File: src/rtl/cfg_loader_pkg.sv
package cfg_loader_pkg;

  localparam int POS_W = 5;

  typedef enum logic [1:0] {
    SRC_ROM = 2'd0,
    SRC_EXT = 2'd1,
    SRC_MEM = 2'd2
  } src_e;

  typedef enum logic [1:0] {
    ST_STRAP = 2'd0,
    ST_LOAD  = 2'd1,
    ST_HOLD  = 2'd2
  } phase_e;

  // control -> datapath strobes
  typedef struct packed {
    logic             shiftEn;
    src_e             src;
    logic [POS_W-1:0] romPos;
  } strobe_t;

  function automatic src_e decodeStrap(input logic [1:0] s);
    if (s[1])      return SRC_MEM;
    else if (s[0]) return SRC_EXT;
    else           return SRC_ROM;
  endfunction

  // Preset in the 19-bit layout: {M, TEST, CS, CM, DDSK, R, N}
  function automatic logic [18:0] presetWide(input logic [2:0] code);
    logic [5:0] m;
    logic [6:0] n;
    logic [1:0] r;
    logic       cs, cm, tst;
    m = '0; n = '0; r = 2'b01; cs = 1'b0; cm = 1'b0; tst = 1'b0;
    case (code)
      3'd0: begin cs = 1'b1; cm = 1'b1; end
      3'd1: begin cs = 1'b1; cm = 1'b1; r = 2'b10; m = 6'd5; n = 7'd2; end
      3'd2: begin cs = 1'b1; cm = 1'b1; m = 6'd2; n = 7'd5; end
      3'd3: begin cs = 1'b1; end
      3'd4: begin end
      3'd5: begin r = 2'b10; m = 6'd5; n = 7'd2; end
      3'd6: begin m = 6'd2; n = 7'd5; end
      default: begin r = 2'b00; tst = 1'b1; end
    endcase
    return {m, tst, cs, cm, 1'b0, r, n};
  endfunction

endpackage

File: src/rtl/cfg_loader_dp.sv
module cfg_loader_dp
  import cfg_loader_pkg::*;
#(
  parameter int CFG_BITS = 18,
  parameter bit EXTENDED = 1'b0
) (
  input  logic                clk,
  input  logic                rst_n,
  input  logic                mclkIn,
  input  logic                mdoutIn,
  input  logic                romMsbIn,
  input  strobe_t             strobe,
  output logic                mclkRise,
  output logic [CFG_BITS-1:0] cfgWord
);

  // pin order {romMsb, mclk, mdout}; the clock stage resets high so a
  // level already high at release is never taken for an edge
  localparam logic [2:0] SYNC_INIT = 3'b010;

  logic [2:0] pinsRaw;
  logic [2:0] stage1;
  logic [2:0] stage2;
  logic       mclkPrev;

  assign pinsRaw = {romMsbIn, mclkIn, mdoutIn};

  for (genvar g = 0; g < 3; g++) begin : g_sync
    always_ff @(posedge clk or negedge rst_n) begin
      if (!rst_n) begin
        stage1[g] <= SYNC_INIT[g];
        stage2[g] <= SYNC_INIT[g];
      end else begin
        stage1[g] <= pinsRaw[g];
        stage2[g] <= stage1[g];
      end
    end
  end

  always_ff @(posedge clk or negedge rst_n) begin
    if (!rst_n) mclkPrev <= 1'b1;
    else        mclkPrev <= stage2[1];
  end

  assign mclkRise = stage2[1] & ~mclkPrev;

  logic [18:0]         presetFull;
  logic [CFG_BITS-1:0] romWord;

  assign presetFull = presetWide(stage2);

  if (EXTENDED) begin : g_wide
    assign romWord = presetFull;
  end else begin : g_narrow
    assign romWord = {presetFull[18:10], presetFull[8:0]};
  end

  logic serialBit;
  always_comb begin
    if (strobe.src == SRC_ROM) serialBit = romWord[strobe.romPos];
    else                       serialBit = stage2[0];
  end

  logic [CFG_BITS-1:0] shiftReg;
  always_ff @(posedge clk or negedge rst_n) begin
    if (!rst_n)              shiftReg <= '0;
    else if (strobe.shiftEn) shiftReg <= {shiftReg[CFG_BITS-2:0], serialBit};
  end

  assign cfgWord = shiftReg;

endmodule

File: src/rtl/cfg_loader_ctl.sv
module cfg_loader_ctl
  import cfg_loader_pkg::*;
#(
  parameter int CFG_BITS = 18,
  parameter int HALF     = 8
) (
  input  logic       clk,
  input  logic       rst_n,
  input  logic [1:0] modeStrap,
  input  logic       mclkRise,
  output strobe_t    strobe,
  output logic       memClkOut,
  output logic       memDiOut,
  output logic       configDone
);

  localparam int         CMD_LEN = 9;
  localparam logic [8:0] CMD     = 9'b110_000000;
  localparam int         TOTAL   = CMD_LEN + CFG_BITS;
  localparam int         PH_W    = $clog2(2 * HALF);
  localparam int         CYC_W   = $clog2(TOTAL + 1);
  localparam int         CNT_W   = $clog2(CFG_BITS + 1);

  phase_e             state;
  src_e               src;
  logic [CNT_W-1:0]   bitCnt;
  logic [POS_W-1:0]   romPos;
  logic [PH_W-1:0]    phaseCnt;
  logic [CYC_W-1:0]   cycIdx;
  logic [CMD_LEN-1:0] cmdShift;
  logic [1:0]         settleCnt;
  logic               doneQ;

  logic inMem, phaseEnd, settled, shiftNow, shiftEn, lastBit;

  always_comb begin
    inMem    = (state == ST_LOAD) && (src == SRC_MEM);
    phaseEnd = phaseCnt == PH_W'(2 * HALF - 1);
    settled  = settleCnt == 2'd2;
    lastBit  = bitCnt == CNT_W'(CFG_BITS - 1);
    case (src)
      SRC_ROM: shiftNow = settled;
      SRC_EXT: shiftNow = mclkRise;
      default: shiftNow = phaseEnd && (cycIdx >= CYC_W'(CMD_LEN));
    endcase
    shiftEn = (state == ST_LOAD) && shiftNow;
  end

  always_ff @(posedge clk or negedge rst_n) begin
    if (!rst_n) begin
      state     <= ST_STRAP;
      src       <= SRC_ROM;
      bitCnt    <= '0;
      romPos    <= POS_W'(CFG_BITS - 1);
      phaseCnt  <= '0;
      cycIdx    <= '0;
      cmdShift  <= CMD;
      settleCnt <= '0;
      doneQ     <= 1'b0;
    end else begin
      doneQ <= shiftEn && lastBit;
      case (state)
        ST_STRAP: begin
          src   <= decodeStrap(modeStrap);
          state <= ST_LOAD;
        end
        ST_LOAD: begin
          if (!settled) settleCnt <= settleCnt + 2'd1;
          if (inMem) begin
            phaseCnt <= phaseEnd ? '0 : phaseCnt + PH_W'(1);
            if (phaseEnd) begin
              cycIdx   <= cycIdx + CYC_W'(1);
              cmdShift <= {cmdShift[CMD_LEN-2:0], 1'b0};
            end
          end
          if (shiftEn) begin
            bitCnt <= bitCnt + CNT_W'(1);
            romPos <= romPos - POS_W'(1);
            if (lastBit) state <= ST_HOLD;
          end
        end
        default: state <= ST_HOLD;
      endcase
    end
  end

  assign strobe     = '{shiftEn: shiftEn, src: src, romPos: romPos};
  assign memClkOut  = inMem && (phaseCnt >= PH_W'(HALF));
  assign memDiOut   = inMem && cmdShift[CMD_LEN-1];
  assign configDone = doneQ;

endmodule

File: src/rtl/cfg_loader.sv
module cfg_loader
  import cfg_loader_pkg::*;
#(
  parameter bit EXTENDED = 1'b0,
  parameter int HALF     = 8,
  localparam int CFG_BITS = EXTENDED ? 19 : 18
) (
  input  logic                clk,
  input  logic                rst_n,
  input  logic [1:0]          modeStrap,
  input  logic                mclkIn,
  input  logic                mdoutIn,
  input  logic                romMsbIn,
  output logic                memClkOut,
  output logic                memDiOut,
  output logic [CFG_BITS-1:0] cfgWord,
  output logic                configDone
);

  strobe_t strobe;
  logic    mclkRise;
  logic    shiftPulse;

  cfg_loader_ctl #(.CFG_BITS(CFG_BITS), .HALF(HALF)) u_ctl (
    .clk(clk), .rst_n(rst_n), .modeStrap(modeStrap), .mclkRise(mclkRise),
    .strobe(strobe), .memClkOut(memClkOut), .memDiOut(memDiOut),
    .configDone(configDone)
  );

  cfg_loader_dp #(.CFG_BITS(CFG_BITS), .EXTENDED(EXTENDED)) u_dp (
    .clk(clk), .rst_n(rst_n), .mclkIn(mclkIn), .mdoutIn(mdoutIn),
    .romMsbIn(romMsbIn), .strobe(strobe), .mclkRise(mclkRise),
    .cfgWord(cfgWord)
  );

  assign shiftPulse = strobe.shiftEn;

endmodule

File: config.mk
export PLATFORM = sky130hd
export DESIGN_NAME = cfg_loader
export DESIGN_NICKNAME = d
export VERILOG_FILES = /design/src/rtl/cfg_loader_pkg.sv /design/src/rtl/cfg_loader_dp.sv /design/src/rtl/cfg_loader_ctl.sv /design/src/rtl/cfg_loader.sv
export SDC_FILE = /design/constraint.sdc
export NUM_CORES = 1
export LEC_CHECK = 0
export BUFFER_PORTS_ARGS = -buffer_cell sky130_fd_sc_hd__buf_2
export CAP_MARGIN = 20
export CORE_MARGIN = 2
export CORE_UTILIZATION = 57
export CTS_CLUSTER_DIAMETER = 150
export DETAILED_ROUTE_END_ITERATION = 12
export PLACE_DENSITY = 0.78
export SLEW_MARGIN = 20
export SYNTH_ARGS = -nofsm -noshare
export SYNTH_HDL_FRONTEND = slang
export SYNTH_HIERARCHICAL = 1
export SYNTH_SLANG_ARGS = --single-unit
File: constraint.sdc
create_clock -name clk -period 2.8 [get_ports clk]
set_clock_uncertainty 0.1 [all_clocks]
set_input_delay 0.14 -clock clk [delete_from_list [all_inputs] [get_ports clk]]
set_output_delay 0.14 -clock clk [all_outputs]
set_load 0.05 [all_outputs]
**Word level (Yosys, flattened, before mapping)**

Index checks and enable logic that the tools add are counted.

- Reduce and logical (&&, ||, !) cells: 20
- Mux-type cells: 16
- Add/sub/neg operators: 5
- Equality and inequality tests: 14
- Magnitude comparators: 3
- Bitwise gates (word level): 3

Operators by type and width:

| cell | count |
|---|---|
| case mux 3 bit (2 select lines) | 2 |
| adder 5 x 1 -> 5 bit (second input constant) | 2 |
| == test 3 bit (second input constant) | 3 |
| case mux 2 bit (2 select lines) | 2 |
| AND reduction 2 bit | 4 |
| OR reduction 7 bit | 1 |
| == test 3 x 2 -> 1 bit (second input constant) | 2 |
| logical AND 1 bit | 6 |
| less-than comparator 5 x 6 -> 1 bit (second input constant) | 1 |
| 2-to-1 mux 1 bit | 6 |
| 2-to-1 mux 2 bit | 3 |
| binary-select mux 1 bit (select 5 bit) | 1 |
| == test 5 bit (second input constant) | 1 |
| >= comparator 5 x 4 -> 1 bit (second input constant) | 1 |
| OR reduction 5 bit | 1 |
| subtractor 5 x 1 -> 5 bit (second input constant) | 1 |
| adder 4 x 1 -> 4 bit (second input constant) | 1 |
| == test 2 x 1 -> 1 bit (second input constant) | 2 |
| == test 2 bit (second input constant) | 2 |
| == test 4 bit (second input constant) | 1 |
| >= comparator 4 bit (second input constant) | 1 |
| zero test 2 bit | 2 |
| 2-to-1 mux 4 bit | 1 |
| inequality test 2 x 1 -> 1 bit (second input constant) | 2 |
| other kinds (10) | 12 |

- Word-level logic and storage cells: 78
- Output and inout port bits: 21
- Input bits: 7
- Bits in registers: 53

**Logic depth before layout (Yosys ltp)**

Gate-level depths: netlist of run 1.

- Depth after elaboration: 6
- Depth in mapped cells: 11
- Gate-level depth less buffers: 10

**Hierarchy**

Netlist of run 1, hierarchy kept.

Modules (own cells, without submodules):

| module | area each (um2) | cells an instance | seq. area each (um2) | times used |
|---|---|---|---|---|
| cfg_loader_ctl | 1386.3 | 117 | 705.7 | 1 |
| cfg_loader_dp | 997.2 | 69 | 629.4 | 1 |

**Worst setup path before layout of run 1**

No wires, ideal clock.

- Kind: register -> register
- Start: register u_dp.stage2[1]
- End: register u_dp.shiftReg[10] (netlist: u_dp/cfgWord[10])
- Cell stages (with the launch flop): 11
- Setup time: 125 ps
- Path buffers: 3
- Path slack: 385 ps
- Data arrival time: 2190 ps
- Clock period less this slack: 2415 ps
- Data required time: 2575 ps
- Cells stage by stage: dfstp_2 -> inv_1 -> nor2_1 -> mux2i_1 -> nor2_1 -> o21ai_4 -> inv_2 -> buf_4 -> buf_2 -> buf_2 -> mux2_2

- Word-level cells in the longest chain between the ends: 3

Ends and longest elaborated chain:

| item | line | RTL |
|---|---|---|
| from (decl) | cfg_loader_dp.sv:23 | `logic [2:0] stage2;` |
| from (signal, indexed assignment) | cfg_loader_dp.sv:32 | `stage2[g] <= SYNC_INIT[g];` |
| from (signal, indexed assignment) | cfg_loader_dp.sv:35 | `stage2[g] <= stage1[g];` |
| AND 1 bit | cfg_loader_dp.sv:45 | `assign mclkRise = stage2[1] & ~mclkPrev;` |
| via mclkRise | cfg_loader.sv:21 | `logic mclkRise;` |
| case mux 1 bit (2 select lines) | cfg_loader_ctl.sv:41 | `case (src)` |
| logical AND 1 bit | cfg_loader_ctl.sv:46 | `shiftEn = (state == ST_LOAD) && shiftNow;` |
| via u_ctl.shiftEn | cfg_loader_ctl.sv:34 | `logic inMem, phaseEnd, settled, shiftNow, shiftEn, lastBit;` |
| to (signal assigned) | cfg_loader_dp.sv:67 | `else if (strobe.shiftEn) shiftReg <= {shiftReg[CFG_BITS-2:0], serialBit};` |
| to (decl) | cfg_loader_dp.sv:64 | `logic [CFG_BITS-1:0] shiftReg;` |

The timed path passes the listed nets, and every way through them passes these cells.
A chain may end at the register's enable or synchronous reset.

==> results of run 1 <==
-- sequential cells by signal, summed over array words and instances, names as in the netlist --
| register | flops |
|---|---|
| u_dp/stage2 | 3 |
| u_ctl/bitCnt | 5 |
| u_dp/cfgWord | 18 |
| u_ctl/settleCnt | 2 |
| u_ctl/cmdShift | 2 |
| u_dp/stage1 | 3 |
| u_ctl/src | 2 |
| u_ctl/state | 2 |
| u_ctl/phaseCnt | 4 |
| u_ctl/romPos | 5 |
| u_ctl/cycIdx | 5 |
| u_dp/mclkPrev | 1 |
| u_ctl/configDone | 1 |
-- synthesized netlist by cell type, types with 4 or more instances --
library cell,n,area [sq um]
sky130_fd_sc_hd__o21ai_1,5,25.02
sky130_fd_sc_hd__nor2b_1,4,25.02
sky130_fd_sc_hd__inv_1,10,37.54
sky130_fd_sc_hd__mux2i_1,4,40.04
sky130_fd_sc_hd__nor2_1,8,30.03
sky130_fd_sc_hd__dfstp_2,7,183.9
sky130_fd_sc_hd__o211ai_1,5,37.54
sky130_fd_sc_hd__nand2_1,5,18.77
sky130_fd_sc_hd__o21ai_0,4,20.02
sky130_fd_sc_hd__mux2_2,17,191.4
sky130_fd_sc_hd__dfrtp_1,46,1151
sky130_fd_sc_hd__nand4_1,4,25.02
sky130_fd_sc_hd__ha_1,8,100.1
sky130_fd_sc_hd__xnor2_1,12,105.1
-- power by group through the flow --
stage / Combinational (mW) / Sequential, mW / Clock (mW)
floorplan: 0.791 / 1.75 / 0
global placement: 1.47 / 1.33 / 0
detailed placement: 1.53 / 1.35 / 0
CTS: 1.54 / 1.34 / 0.514
global route: 1.66 / 1.39 / 0.548
finish: 1.52 / 1.34 / 0.498
-- worst max path at each step --
stage	endpoint	start	slack, ps	depth (start not counted)
after floorplan	u_dp/cfgWord[10]$_DFFE_PN0P_	u_dp/stage2[1]$_DFF_PN1_	380	10
after global placement	u_dp/cfgWord[0]$_DFFE_PN0P_	u_ctl/cycIdx[0]$_DFFE_PN0P_	560	9
after detailed placement	u_dp/cfgWord[0]$_DFFE_PN0P_	u_ctl/cycIdx[0]$_DFFE_PN0P_	500	9
after CTS	u_dp/cfgWord[0]$_DFFE_PN0P_	u_ctl/cycIdx[0]$_DFFE_PN0P_	460	9
after global routing	u_dp/cfgWord[0]$_DFFE_PN0P_	u_ctl/cycIdx[1]$_DFFE_PN0P_	300	10
final	u_dp/cfgWord[0]$_DFFE_PN0P_	u_ctl/cycIdx[1]$_DFFE_PN0P_	460	10
-- critical path: cells and delay by family (launching register included) --
| kind | cells | cell delay (ps) |
|---|---|---|
| and+or+nand+nor | 2 | 430 |
| buffers and inverters | 3 | 340 |
| adders and majority gates | 1 | 190 |
| AOI/OAI and AO/OA | 4 | 730 |
| DFF | 1 | 420 |
-- area by class of cell --
cell class	count	area, sq um	share of cell area
Timing Repair Buffer	36	220.2	0.08044
Tap cell	50	62.56	0.02285
Clock buffer	6	72.57	0.02651
Sequential cell	53	1335	0.4877
Multi-Input combinational cell	117	967.2	0.3533
Inverter	11	41.29	0.01508
Clock inverter	2	38.79	0.01417
-- through the flow --
stage	hold WS [ps]	setup WS, ps	utilization	cell area (sq um)	power, mW
after floorplan	-255.6	384.9	-	2384	2.542
after global routing	261.6	300.6	0.6844	2738	3.595
after global placement	144.5	558.7	0.6409	2564	2.806
after CTS	253.9	463.4	0.6838	2735	3.401
final	252.0	464.1	0.6844	2738	3.365
after detailed placement	148.4	495.1	0.6409	2564	2.882
-- cell families after synthesis --
family | synth area share
XOR/XNOR | 0.05460
flip-flops | 0.5601
AO/OA/AOI/OAI | 0.08820
AND/OR/NAND/NOR | 0.1144
multiplexers | 0.1066
adder cells (fa/ha/maj) | 0.04200
buffers and inverters | 0.03412
-- routing by layer --
| layer | share of wire | vias up | GRT usage |
|---|---|---|---|
| met5 | 0 | - | 0 |
| met4 | 0.020 | 0 | 0.09000 |
| li1 | - | 727 | - |
| met1 | 0.45 | 719 | 0.2354 |
| met3 | 0.045 | 8 | 0.03896 |
| met2 | 0.49 | 34 | 0.2969 |
==> results.env, run 1 <==
STATUS='complete, no violations'
LAYOUT_OVERHEAD_ON_THE_SYNTHESIZED_AREA_PCT=14.86
CTS.ROOT.BUFFER_CELL='sky130_fd_sc_hd__clkbuf_8'
FINISH.NET_COUNT=239
SEQ_POWER_SHARE=0.399
POST_SYNTH_NET_TOTAL=201
POST_CTS.REPAIR.SETUP_BUFFERS=0
POST-PLACE-CELLS=261
GRT_PASS1_VIAS=1419
TIMING.CRITICAL_PATH.REQUIRED_PS=2890
ANTENNA_FOUND_INITIAL=0
SYNTH-MAIN-FF-CELL='sky130_fd_sc_hd__dfrtp_1'
HTREEDEPTH=2
MIN_TCLK_POST_ROUTE_PS=2336
WORSTHOLDPATHTYPE='flip-flop to flip-flop'
WORST_REG2REG_PATH_ENDPOINT='u_dp/cfgWord[0]$_DFFE_PN0P_'
HOLD_START='u_dp/stage1[0]$_DFF_PN0_'
DRTANTENNAVIOLNETS=0
PLACEABLECOREAREA_SQ_UM=4000
SETUP.REG_TO_REG.WORST_SLACK_PS=460
CTS_MADE_BUFFERS=5
SYN_INST=186
LAYOUT-DRIVE-GT1-SHARE=0.3156
SYN-MEAN-INSTANCE-AREA_SQ_UM=12.81
CP_CELL_SEQUENCE='inv_1 > ha_1 > o41ai_2 > a21oi_2 > o21ai_4 > inv_2 > buf_4 > nor2_1 > a21oi_1 > or3_1'
CRITICAL_PATH.MAX_FANOUT=19
GLOBAL_ROUTE.OVERFLOW_TOTAL=0
RSZ0062_AT_GRT='false'
LEADING_CELL_TYPE_IN_THE_LAYOUT_FILL_AND_TAPS_EXCLUDED='sky130_fd_sc_hd__dfrtp_1'
CTSRESIZECOUNT=0
DESIGN.DIE.AREA_SQ_UM=4715
SLEW-LIMIT-HEADROOM=0.5963
TIMING.RR.START='u_ctl/cycIdx[1]$_DFFE_PN0P_'
FILLER_CELL_COUNT=298
TIMING.FINAL.CRIT_SHARE=0.8343
MAX_SLEW.WORST_PIN.SLEW_PS=605.6
STDCELL_COUNT=275
INITIALDRTVIOLATIONCOUNT=93
LEAKAGEPOWER_nW=1.230
CLK_PIN_SLEW_PS=90
WORSTSETUPSTARTPOINTTYPE='flip-flop'
ROW_COUNT=23
DRT_WL_TOTAL_UM=3760
POWER.SHARE.COMBINATIONAL=0.453
MIN_PATH_CELLS=0
CRITICAL_PATH_ARRIVAL_PS=2420
POST_SYNTH_INSTANCE_AREA_SQ_UM=2384
YS_SEQ_AREA_FRAC=0.5601
DR.PASS1.ITERS=4
CRITPATHSLOWESTCELL='sky130_fd_sc_hd__dfrtp_1'
GRT_FIRST_PASS_WIRELENGTH_UM=6292
MAXIMUM_NUMBER_OF_PINS_ON_ONE_NET_BEFORE_GLOBAL_ROUTE_REPAIR=53
HOLD_VIOL_FINAL=0
CTS_SINKS=53
POWER_DENSITY_nW_PER_UM2=1229
ROUTED-VIA-COUNT=1488
CELLINTERNALPOWER_mW=1.921
SYNTH_EDF_COUNT=0
INSERTION_DELAY_OF_THE_LATER_CLOCKED_PIN_IN_THE_WORST_SKEW_PAIR_PS=310
POST_DRT_WL_PER_CELL_UM=13.67
SETUP-TNS-FINAL_PS=0
REMAINING_DRC_ERRORS=0
DIE_Y_UM=68.67
SETUP_VIOL=0
POWER_SWITCHING_SHARE=0.4292
DETAILED_PLACE_HPWL_UM=2722
GR-USAGE-ALL-LAYERS=0.1839
BOUNDARYPINS=28
TIMING.FMAX_GHz=0.4281
CLOCKPOWERSHARE=0.148
SYNTH_ASYNC_RESET_RATIO=1.000
COMMONEST_CELLS_AFTER_ROUTING_FILL_AND_TAPS_ASIDE='sky130_fd_sc_hd__dfrtp_1, sky130_fd_sc_hd__buf_2, sky130_fd_sc_hd__mux2_2'
NUM_ANTENNA_CELLS=0
HOLD_PATH_END='u_dp/stage2[0]$_DFF_PN0_'
PATH_CLASS='flip-flop to flip-flop'
PLACER_CONGESTION=0.7682
INITIAL_UTILIZATION=0.5959
YS_FF_LATCH=53
CTS-HOLD-FIX-BUFFERS=6
SLEW_VIOLATIONS=0
R2R.WORST_PATH.CELLS=10
CLOCK_PATH_BUFFERS=2
CAP_VIOLATIONS=0
VIA_PER_INST=5.411
PEAK_PER_STAGE_DELAY_ON_THE_CRITICAL_PATH_PS=420
PLACEMENT.IO_BUFFERS=27
MAX-VDD-IR-DROP_mV=0.5610
NET-SWITCHING-POWER_mW=1.444
DIE_SPAN_IN_X_UM=68.67
TRITONCTS_CLOCK_TREE='built'
SYNTHDISTINCTLIBCELLS=45
TIMING.CRITICAL_PATH.TO_TYPE='flip-flop'
SYNTH.YOSYS.WARNINGS=6
Power figures use the tool's default switching activity.
==> run 2: changes to the inputs <==
--- a/config.mk
+++ b/config.mk
@@ -8,10 +8,10 @@
 export BUFFER_PORTS_ARGS = -buffer_cell sky130_fd_sc_hd__buf_2
 export CAP_MARGIN = 20
 export CORE_MARGIN = 2
-export CORE_UTILIZATION = 57
+export CORE_UTILIZATION = 52
 export CTS_CLUSTER_DIAMETER = 150
 export DETAILED_ROUTE_END_ITERATION = 12
-export PLACE_DENSITY = 0.78
+export PLACE_DENSITY = 0.75
 export SLEW_MARGIN = 20
 export SYNTH_ARGS = -nofsm -noshare
 export SYNTH_HDL_FRONTEND = slang
==> constraint.sdc (replaced) <==
create_clock -name clk -period 1.99 [get_ports clk]
set_clock_uncertainty 0.1 [all_clocks]
set_input_delay 0.0995 -clock clk [delete_from_list [all_inputs] [get_ports clk]]
set_output_delay 0.0995 -clock clk [all_outputs]
set_load 0.05 [all_outputs]
==> results.env, run 2 (synthesis gave the netlist of run 1 again) <==
CRITPATHSLOWESTCELL='sky130_fd_sc_hd__dfrtp_1'  # unchanged
GR-USAGE-ALL-LAYERS=0.1772  # was 0.1839
ANTENNA_FOUND_INITIAL=0  # unchanged
GRT_FIRST_PASS_WIRELENGTH_UM=7065  # was 6292 um
CTS.ROOT.BUFFER_CELL='sky130_fd_sc_hd__clkbuf_8'  # unchanged
REMAINING_DRC_ERRORS=0  # unchanged
DIE_SPAN_IN_X_UM=71.71  # was 68.67 um
SLEW_VIOLATIONS=0  # unchanged
TIMING.FINAL.CRIT_SHARE=1.020  # was 0.8343
PLACEABLECOREAREA_SQ_UM=4384  # was 4000 sq um
DRTANTENNAVIOLNETS=0  # unchanged
DESIGN_AREA_SQ_UM=2908  # was 2738 sq um
LEADING_CELL_TYPE_IN_THE_LAYOUT_FILL_AND_TAPS_EXCLUDED='sky130_fd_sc_hd__dfrtp_1'  # unchanged
CAP_VIOLATIONS=0  # unchanged
HTREEDEPTH=2  # unchanged
MAX_SLEW.WORST_PIN.SLEW_PS=554.0  # was 605.6 ps
MIN_TCLK_POST_ROUTE_PS=2030  # was 2336 ps
ROW_COUNT=24  # was 23
FINISH.NET_COUNT=254  # was 239
DPL_WORST_SLACK_PS=-54.14  # was 495.1 ps
STDCELL_COUNT=292  # was 275
GRT_PASS1_VIAS=1496  # was 1419
DRT_WL_TOTAL_UM=4136  # was 3760 um
COMMONEST_CELLS_AFTER_ROUTING_FILL_AND_TAPS_ASIDE='sky130_fd_sc_hd__dfrtp_1, sky130_fd_sc_hd__buf_2, sky130_fd_sc_hd__buf_4, sky130_fd_sc_hd__mux2_2, sky130_fd_sc_hd__xnor2_1'  # was sky130_fd_sc_hd__dfrtp_1, sky130_fd_sc_hd__buf_2, sky130_fd_sc_hd__mux2_2
CRITICAL_PATH.MAX_FANOUT=4  # was 19
INITIAL_UTILIZATION=0.5437  # was 0.5959
VIA_PER_INST=5.274  # was 5.411
BOUNDARYPINS=28  # unchanged
POST_DP_AREA_SQ_UM=2708  # was 2564 sq um
CTS_SINKS=53  # unchanged
DESIGN.DIE.AREA_SQ_UM=5142  # was 4715 sq um
DETAILED_PLACE_HPWL_UM=2861  # was 2722 um
DIE_Y_UM=71.71  # was 68.67 um
TRITONCTS_CLOCK_TREE='built'  # unchanged
NUM_ANTENNA_CELLS=0  # unchanged
MAXIMUM_NUMBER_OF_PINS_ON_ONE_NET_BEFORE_GLOBAL_ROUTE_REPAIR=31  # was 53
TIMING.CRITICAL_PATH.REQUIRED_PS=2080  # was 2890 ps
COMBINED_AREA_OF_THE_MULTI_INPUT_LOGIC_CELLS_SQ_UM=1030  # was 967.2 sq um
FILLER_CELL_COUNT=329  # was 298
CP_CELL_SEQUENCE='buf_6 > o41ai_4 > a21oi_2 > o21ai_4 > inv_2 > nor4b_4 > nand2_1 > a311oi_1 > or3_1'  # was inv_1 > ha_1 > o41ai_2 > a21oi_2 > o21ai_4 > inv_2 > buf_4 > nor2_1 > a21oi_1 > or3_1
PLACER_CONGESTION=0.7662  # was 0.7682
TIMING.RR.START='u_ctl/cycIdx[1]$_DFFE_PN0P_'  # unchanged
ROUTED-VIA-COUNT=1540  # was 1488
STATUS='finished, violations left'  # was complete, no violations
SETUP.REG_TO_REG.WORST_SLACK_PS=-40  # was 460 ps
RSZ0062_AT_GRT='true'  # was false
FINALCOREUTILIZATION=0.6632  # was 0.6844
PATH_CLASS='flip-flop to flip-flop'  # unchanged
SLEW-LIMIT-HEADROOM=0.6306  # was 0.5963
LAYOUT-DRIVE-GT1-SHARE=0.3875  # was 0.3156
CLK_PIN_SLEW_PS=90  # about the same
CRITICAL_PATH_ARRIVAL_PS=2120  # was 2420 ps
CLOCK_PATH_BUFFERS=2  # unchanged
WORSTHOLDPATHTYPE='input port to async pin'  # was flip-flop to flip-flop
TIMING.FMAX_GHz=0.4926  # was 0.4281 GHz
FINALWORSTSETUPSLACK_PS=-39.95  # was 464.1 ps
DR.PASS1.ITERS=4  # unchanged
HOLD_VIOL_FINAL=0  # unchanged
CTS_MADE_BUFFERS=5  # unchanged
NUMBER_OF_FLIP_FLOPS_UNDER_THE_LARGEST_REGISTER_NAME=18  # unchanged
MAX-VDD-IR-DROP_mV=0.8701  # was 0.5610 mV
LEAKAGEPOWER_nW=1.302  # was 1.230 nW
LAYOUT_OVERHEAD_ON_THE_SYNTHESIZED_AREA_PCT=21.99  # was 14.86%
PEAK_PER_STAGE_DELAY_ON_THE_CRITICAL_PATH_PS=400  # was 420 ps
TIMING.CRITICAL_PATH.TO_TYPE='flip-flop'  # unchanged
VIOLATIONS='negative setup slack'
WORSTSETUPSTARTPOINTTYPE='flip-flop'  # unchanged
WORST_REG2REG_PATH_ENDPOINT='u_dp/cfgWord[0]$_DFFE_PN0P_'  # unchanged
SETUP_VIOL=1  # was 0
POST-PLACE-CELLS=277  # was 261
REG_AREA_SQ_UM=1336  # was 1335 sq um
INITIALDRTVIOLATIONCOUNT=72  # was 93
GLOBAL_ROUTE.OVERFLOW_TOTAL=0  # unchanged
POWER_DENSITY_nW_PER_UM2=1670  # was 1229 nW/um^2
PLACEMENT.IO_BUFFERS=27  # unchanged
TOTALPOWERFINAL_mW=4.855  # was 3.365 mW
POST_DRT_WL_PER_CELL_UM=14.16  # was 13.67 um
INSERTION_DELAY_OF_THE_LATER_CLOCKED_PIN_IN_THE_WORST_SKEW_PAIR_PS=300  # was 310 ps
R2R.WORST_PATH.CELLS=9  # was 10
## run 2: changes by cell type in the layout (fill, tap and decap cells not counted), sizes merged
cell	previous run	this run
buf	30	43
clkbuf	6	9
bufinv	1	0
clkinv	1	0
clkinvlp	0	1
## run 2: how the worst max path moves through the flow
stage / end / slack (ps) / startpoint / cells past startpoint
5_1_grt: u_dp/cfgWord[0]$_DFFE_PN0P_ / -130 / u_ctl/cycIdx[1]$_DFFE_PN0P_ / 9
2_1_floorplan: u_dp/cfgWord[0]$_DFFE_PN0P_ / -190 / u_ctl/cycIdx[0]$_DFFE_PN0P_ / 10
6_report: u_dp/cfgWord[0]$_DFFE_PN0P_ / -40 / u_ctl/cycIdx[1]$_DFFE_PN0P_ / 9
3_3_place_gp: u_dp/cfgWord[9]$_DFFE_PN0P_ / 20 / u_dp/stage2[1]$_DFF_PN1_ / 8
4_1_cts: u_dp/cfgWord[0]$_DFFE_PN0P_ / -60 / u_ctl/cycIdx[1]$_DFFE_PN0P_ / 10
3_5_place_dp: u_dp/cfgWord[0]$_DFFE_PN0P_ / -50 / u_ctl/cycIdx[1]$_DFFE_PN0P_ / 10
## run 2: report_power, final
group	switching, mW	internal, mW
clock network	0.321	0.249
logic	1.42	0.990
registers	0.377	1.50
total	2.12	2.74
## run 2: worst max-delay path: cells and delay by family (launching register included)
kind	cells	cell delay [ps]
buf+inv	2	200
flops	1	400
simple gates	3	560
compound gates	4	660
## run 2: area by class of cell
class	count	area share
Inverter	11	0.01420
Clock buffer	7	0.02625
Sequential cell	53	0.4596
Multi-Input combinational cell	117	0.3541
Timing Repair Buffer	51	0.1209
Clock inverter	1	0.002582
Tap cell	52	0.02238
## run 2: timing repair
action                                  CTS  global route
buffers inserted                          0             1
resized for setup                         0            10
endpoints found under the setup margin   17            20
hold buffers                              6             0
endpoints found under the hold margin    25             0
pin swaps                                 0             3
## run 2: routing by layer
layer	track usage	vias up	share of wire
met3	0.04641	6	0.029
met5	0	-	0
met4	0.06289	0	0.012
met2	0.2654	23	0.48
met1	0.2514	759	0.48
li1	-	752	-
## run 2: per-stage QoR
stage	TNS, ps	hold slack [ps]
5_1_grt	-1062	262.9
3_5_place_dp	-161.6	17.84
4_1_cts	-501.9	231.9
6_report	-39.95	219.2
3_3_place_gp	0	22.19
2_1_floorplan	-1574	-296.1
==> run 3: changes to the inputs <==
--- a/config.mk
+++ b/config.mk
@@ -7,11 +7,13 @@
 export LEC_CHECK = 0
 export BUFFER_PORTS_ARGS = -buffer_cell sky130_fd_sc_hd__buf_2
 export CAP_MARGIN = 20
+export CELL_PAD_IN_SITES_DETAIL_PLACEMENT = 2
+export CELL_PAD_IN_SITES_GLOBAL_PLACEMENT = 2
 export CORE_MARGIN = 2
-export CORE_UTILIZATION = 52
+export CORE_UTILIZATION = 35
 export CTS_CLUSTER_DIAMETER = 150
 export DETAILED_ROUTE_END_ITERATION = 12
-export PLACE_DENSITY = 0.75
+export PLACE_DENSITY_LB_ADDON = 0.1
 export SLEW_MARGIN = 20
 export SYNTH_ARGS = -nofsm -noshare
 export SYNTH_HDL_FRONTEND = slang
==> results.env, run 3 (synthesis gave the netlist of run 1 again) <==
STATUS='finished, violations left'  # unchanged
VIOLATIONS='negative setup slack'  # unchanged
CTS_MADE_BUFFERS=5  # unchanged
TIMING.FINAL.CRIT_SHARE=1.067  # was 1.020
CRIT_FAMILY='compound AO/OA/AOI/OAI gates'  # unchanged
INSERTION_DELAY_OF_THE_LATER_CLOCKED_PIN_IN_THE_WORST_SKEW_PAIR_PS=290  # was 300 ps
DESIGN.DIE.AREA_SQ_UM=7487  # was 5142 sq um
LAYOUT_OVERHEAD_ON_THE_SYNTHESIZED_AREA_PCT=26.14  # was 21.99%
INITIALDRTVIOLATIONCOUNT=22  # was 72
WORSTHOLDPATHTYPE='input port to async pin'  # unchanged
WORST_REG2REG_PATH_ENDPOINT='u_dp/cfgWord[0]$_DFFE_PN0P_'  # unchanged
POST-PLACE-CELLS=303  # was 277
POWER_DENSITY_nW_PER_UM2=1737  # was 1670 nW/um^2
NUMBER_OF_FLIP_FLOPS_UNDER_THE_LARGEST_REGISTER_NAME=18  # unchanged
CRITICAL_PATH.MAX_FANOUT=4  # unchanged
MAX_SLEW.WORST_PIN.SLEW_PS=643.9  # was 554.0 ps
MAX-VDD-IR-DROP_mV=0.4030  # was 0.8701 mV
PLACEMENT.IO_BUFFERS=27  # unchanged
USE_MET2=0.2685  # was 0.2654
DIE_SPAN_IN_X_UM=86.53  # was 71.71 um
GLOBAL_ROUTE.USAGE.MET3=0.03238  # was 0.04641
LEADING_CELL_TYPE_IN_THE_LAYOUT_FILL_AND_TAPS_EXCLUDED='sky130_fd_sc_hd__dfrtp_1'  # unchanged
DRT_WL_TOTAL_UM=5487  # was 4136 um
ROW_COUNT=30  # was 24
MAXIMUM_NUMBER_OF_PINS_ON_ONE_NET_BEFORE_GLOBAL_ROUTE_REPAIR=28  # was 31
CLK_PIN_SLEW_PS=90  # about the same
HTREEDEPTH=2  # unchanged
CTS_SINKS=53  # unchanged
NUM_ANTENNA_CELLS=0  # unchanged
HOLD_VIOL_FINAL=0  # unchanged
SETUP.REG_TO_REG.WORST_SLACK_PS=-130  # was -40 ps
CP_CELL_SEQUENCE='inv_2 > ha_4 > o41ai_4 > a21oi_2 > o21ai_4 > inv_4 > nor4b_4 > nand2b_1 > a21oi_1 > or3_1'  # was buf_6 > o41ai_4 > a21oi_2 > o21ai_4 > inv_2 > nor4b_4 > nand2_1 > a311oi_1 > or3_1
COMBINED_AREA_OF_THE_MULTI_INPUT_LOGIC_CELLS_SQ_UM=1012  # was 1030 sq um
MIN_TCLK_POST_ROUTE_PS=2124  # was 2030 ps
TOTALPOWERFINAL_mW=5.222  # was 4.855 mW
VIA_PER_INST=5.077  # was 5.274
PEAK_PER_STAGE_DELAY_ON_THE_CRITICAL_PATH_PS=410  # was 400 ps
PLACER_CONGESTION=0.7921  # was 0.7662
STDCELL_COUNT=324  # was 292
LAYOUT-DRIVE-GT1-SHARE=0.3893  # was 0.3875
DRTANTENNAVIOLNETS=0  # unchanged
GLOBAL_ROUTE_MET1_UTILIZATION=0.2045  # was 0.2514
REMAINING_DRC_ERRORS=0  # unchanged
SETUP_VIOL=18  # was 1
ROUTED-VIA-COUNT=1645  # was 1540
FINALCOREUTILIZATION=0.4500  # was 0.6632
CTS.ROOT.BUFFER_CELL='sky130_fd_sc_hd__clkbuf_8'  # unchanged
SLEW-LIMIT-HEADROOM=0.5707  # was 0.6306
TIMING.RR.START='u_ctl/cycIdx[1]$_DFFE_PN0P_'  # unchanged
RSZ0062_AT_GRT='true'  # unchanged
ANTENNA_FOUND_INITIAL=0  # unchanged
CLOCK_PATH_BUFFERS=2  # unchanged
SLEW_VIOLATIONS=0  # unchanged
REG_AREA_SQ_UM=1335  # was 1336 sq um
CRITICAL_PATH_ARRIVAL_PS=2200  # was 2120 ps
GRT_PASS1_VIAS=1765  # was 1496
R2R.WORST_PATH.CELLS=10  # was 9
FILLER_CELL_COUNT=682  # was 329
PATH_CLASS='flip-flop to flip-flop'  # unchanged
DPL_WORST_SLACK_PS=-109.1  # was -54.14 ps
GRT_MOST_USED_LAYER='met2'  # unchanged
CRITPATHBUFINV=2  # unchanged
DIE_Y_UM=86.53  # was 71.71 um
FINISH.NET_COUNT=258  # was 254
GR-USAGE-ALL-LAYERS=0.1565  # was 0.1772
PLACEABLECOREAREA_SQ_UM=6681  # was 4384 sq um
INITIAL_UTILIZATION=0.3567  # was 0.5437
CRITPATHSLOWESTCELL='sky130_fd_sc_hd__dfrtp_1'  # unchanged
BOUNDARYPINS=28  # unchanged
WORSTSETUPSTARTPOINTTYPE='flip-flop'  # unchanged
CAP_VIOLATIONS=0  # unchanged
TIMING.CRITICAL_PATH.TO_TYPE='flip-flop'  # unchanged
TIMING.FMAX_GHz=0.4709  # was 0.4926 GHz
LEAKAGEPOWER_nW=1.351  # was 1.302 nW
GRT_FIRST_PASS_WIRELENGTH_UM=9177  # was 7065 um
COMMONEST_CELLS_AFTER_ROUTING_FILL_AND_TAPS_ASIDE='sky130_fd_sc_hd__dfrtp_1, sky130_fd_sc_hd__buf_2, sky130_fd_sc_hd__buf_4'  # was sky130_fd_sc_hd__dfrtp_1, sky130_fd_sc_hd__buf_2, sky130_fd_sc_hd__buf_4, sky130_fd_sc_hd__mux2_2, sky130_fd_sc_hd__xnor2_1
TRITONCTS_CLOCK_TREE='built'  # unchanged
FINALWORSTSETUPSLACK_PS=-133.7  # was -39.95 ps
DETAILED_PLACE_HPWL_UM=3783  # was 2861 um
GLOBAL_ROUTE.OVERFLOW_TOTAL=0  # unchanged
TIMING.CRITICAL_PATH.REQUIRED_PS=2060  # was 2080 ps
DR.PASS1.ITERS=4  # unchanged
POST_DRT_WL_PER_CELL_UM=16.94  # was 14.16 um
==> run 3: per-layer routing <==
| metal | vias to the layer above | wire length (um) |
|---|---|---|
| met5 | - | 0 |
| met4 | 0 | 27 |
| met3 | 2 | 134 |
| met2 | 22 | 2866 |
| met1 | 853 | 2459 |
| li1 | 768 | - |
==> run 3: worst max path at each step <==
stage | from | to | slack, ps | cells past startpoint
after floorplan | u_ctl/cycIdx[0]$_DFFE_PN0P_ | u_dp/cfgWord[0]$_DFFE_PN0P_ | -190 | 10
after global placement | u_ctl/cycIdx[1]$_DFFE_PN0P_ | u_dp/cfgWord[0]$_DFFE_PN0P_ | -4 | 10
after detailed placement | u_ctl/cycIdx[1]$_DFFE_PN0P_ | u_dp/cfgWord[0]$_DFFE_PN0P_ | -110 | 10
after CTS | u_ctl/cycIdx[1]$_DFFE_PN0P_ | u_dp/cfgWord[0]$_DFFE_PN0P_ | -100 | 10
after global routing | u_ctl/cycIdx[1]$_DFFE_PN0P_ | u_dp/cfgWord[0]$_DFFE_PN0P_ | -220 | 10
final | u_ctl/cycIdx[1]$_DFFE_PN0P_ | u_dp/cfgWord[0]$_DFFE_PN0P_ | -130 | 10
==> run 3: final cells by class <==
type | instances | area share
Clock buffer | 6 | 0.02414
Clock inverter | 2 | 0.01165
Inverter | 11 | 0.01457
Multi-Input combinational cell | 117 | 0.3367
Sequential cell | 53 | 0.4440
Tap cell | 80 | 0.03329
Timing Repair Buffer | 55 | 0.1357
==> run 3: timing repair <==
action	in CTS	in global routing
buffers inserted	2	4
hold buffers	6	0
pin swaps	3	1
setup endpoints to repair	18	20
gates resized for setup	3	6
cloned	0	1
hold endpoints to repair	26	0
==> run 3: per-stage QoR <==
step                      hold slack [ps]  cell area, sq um  setup TNS [ps]
final                               255.6              3007           -1703
after global routing                273.1              3007           -2820
after CTS                           265.1              2932           -1087
after detailed placement            61.45              2728          -517.7
after global placement              48.34              2728          -3.788
after floorplan                    -296.1              2424           -1574
==> run 3: power by group <==
group	leakage [nW]	total [mW]	switching, mW	internal, mW
registers	0.631	1.89	0.394	1.50
clock network	0.0552	0.708	0.335	0.374
logic	0.664	2.62	1.51	1.11
==> run 3: worst reg2reg max path, cell delays in order (launching register included) <==
cell	delay (ps)
sky130_fd_sc_hd__dfrtp_1	410
sky130_fd_sc_hd__inv_2	70
sky130_fd_sc_hd__ha_4	160
sky130_fd_sc_hd__o41ai_4	310
sky130_fd_sc_hd__a21oi_2	130
sky130_fd_sc_hd__o21ai_4	170
sky130_fd_sc_hd__inv_4	50
sky130_fd_sc_hd__nor4b_4	130
sky130_fd_sc_hd__nand2b_1	70
sky130_fd_sc_hd__a21oi_1	40
sky130_fd_sc_hd__or3_1	360
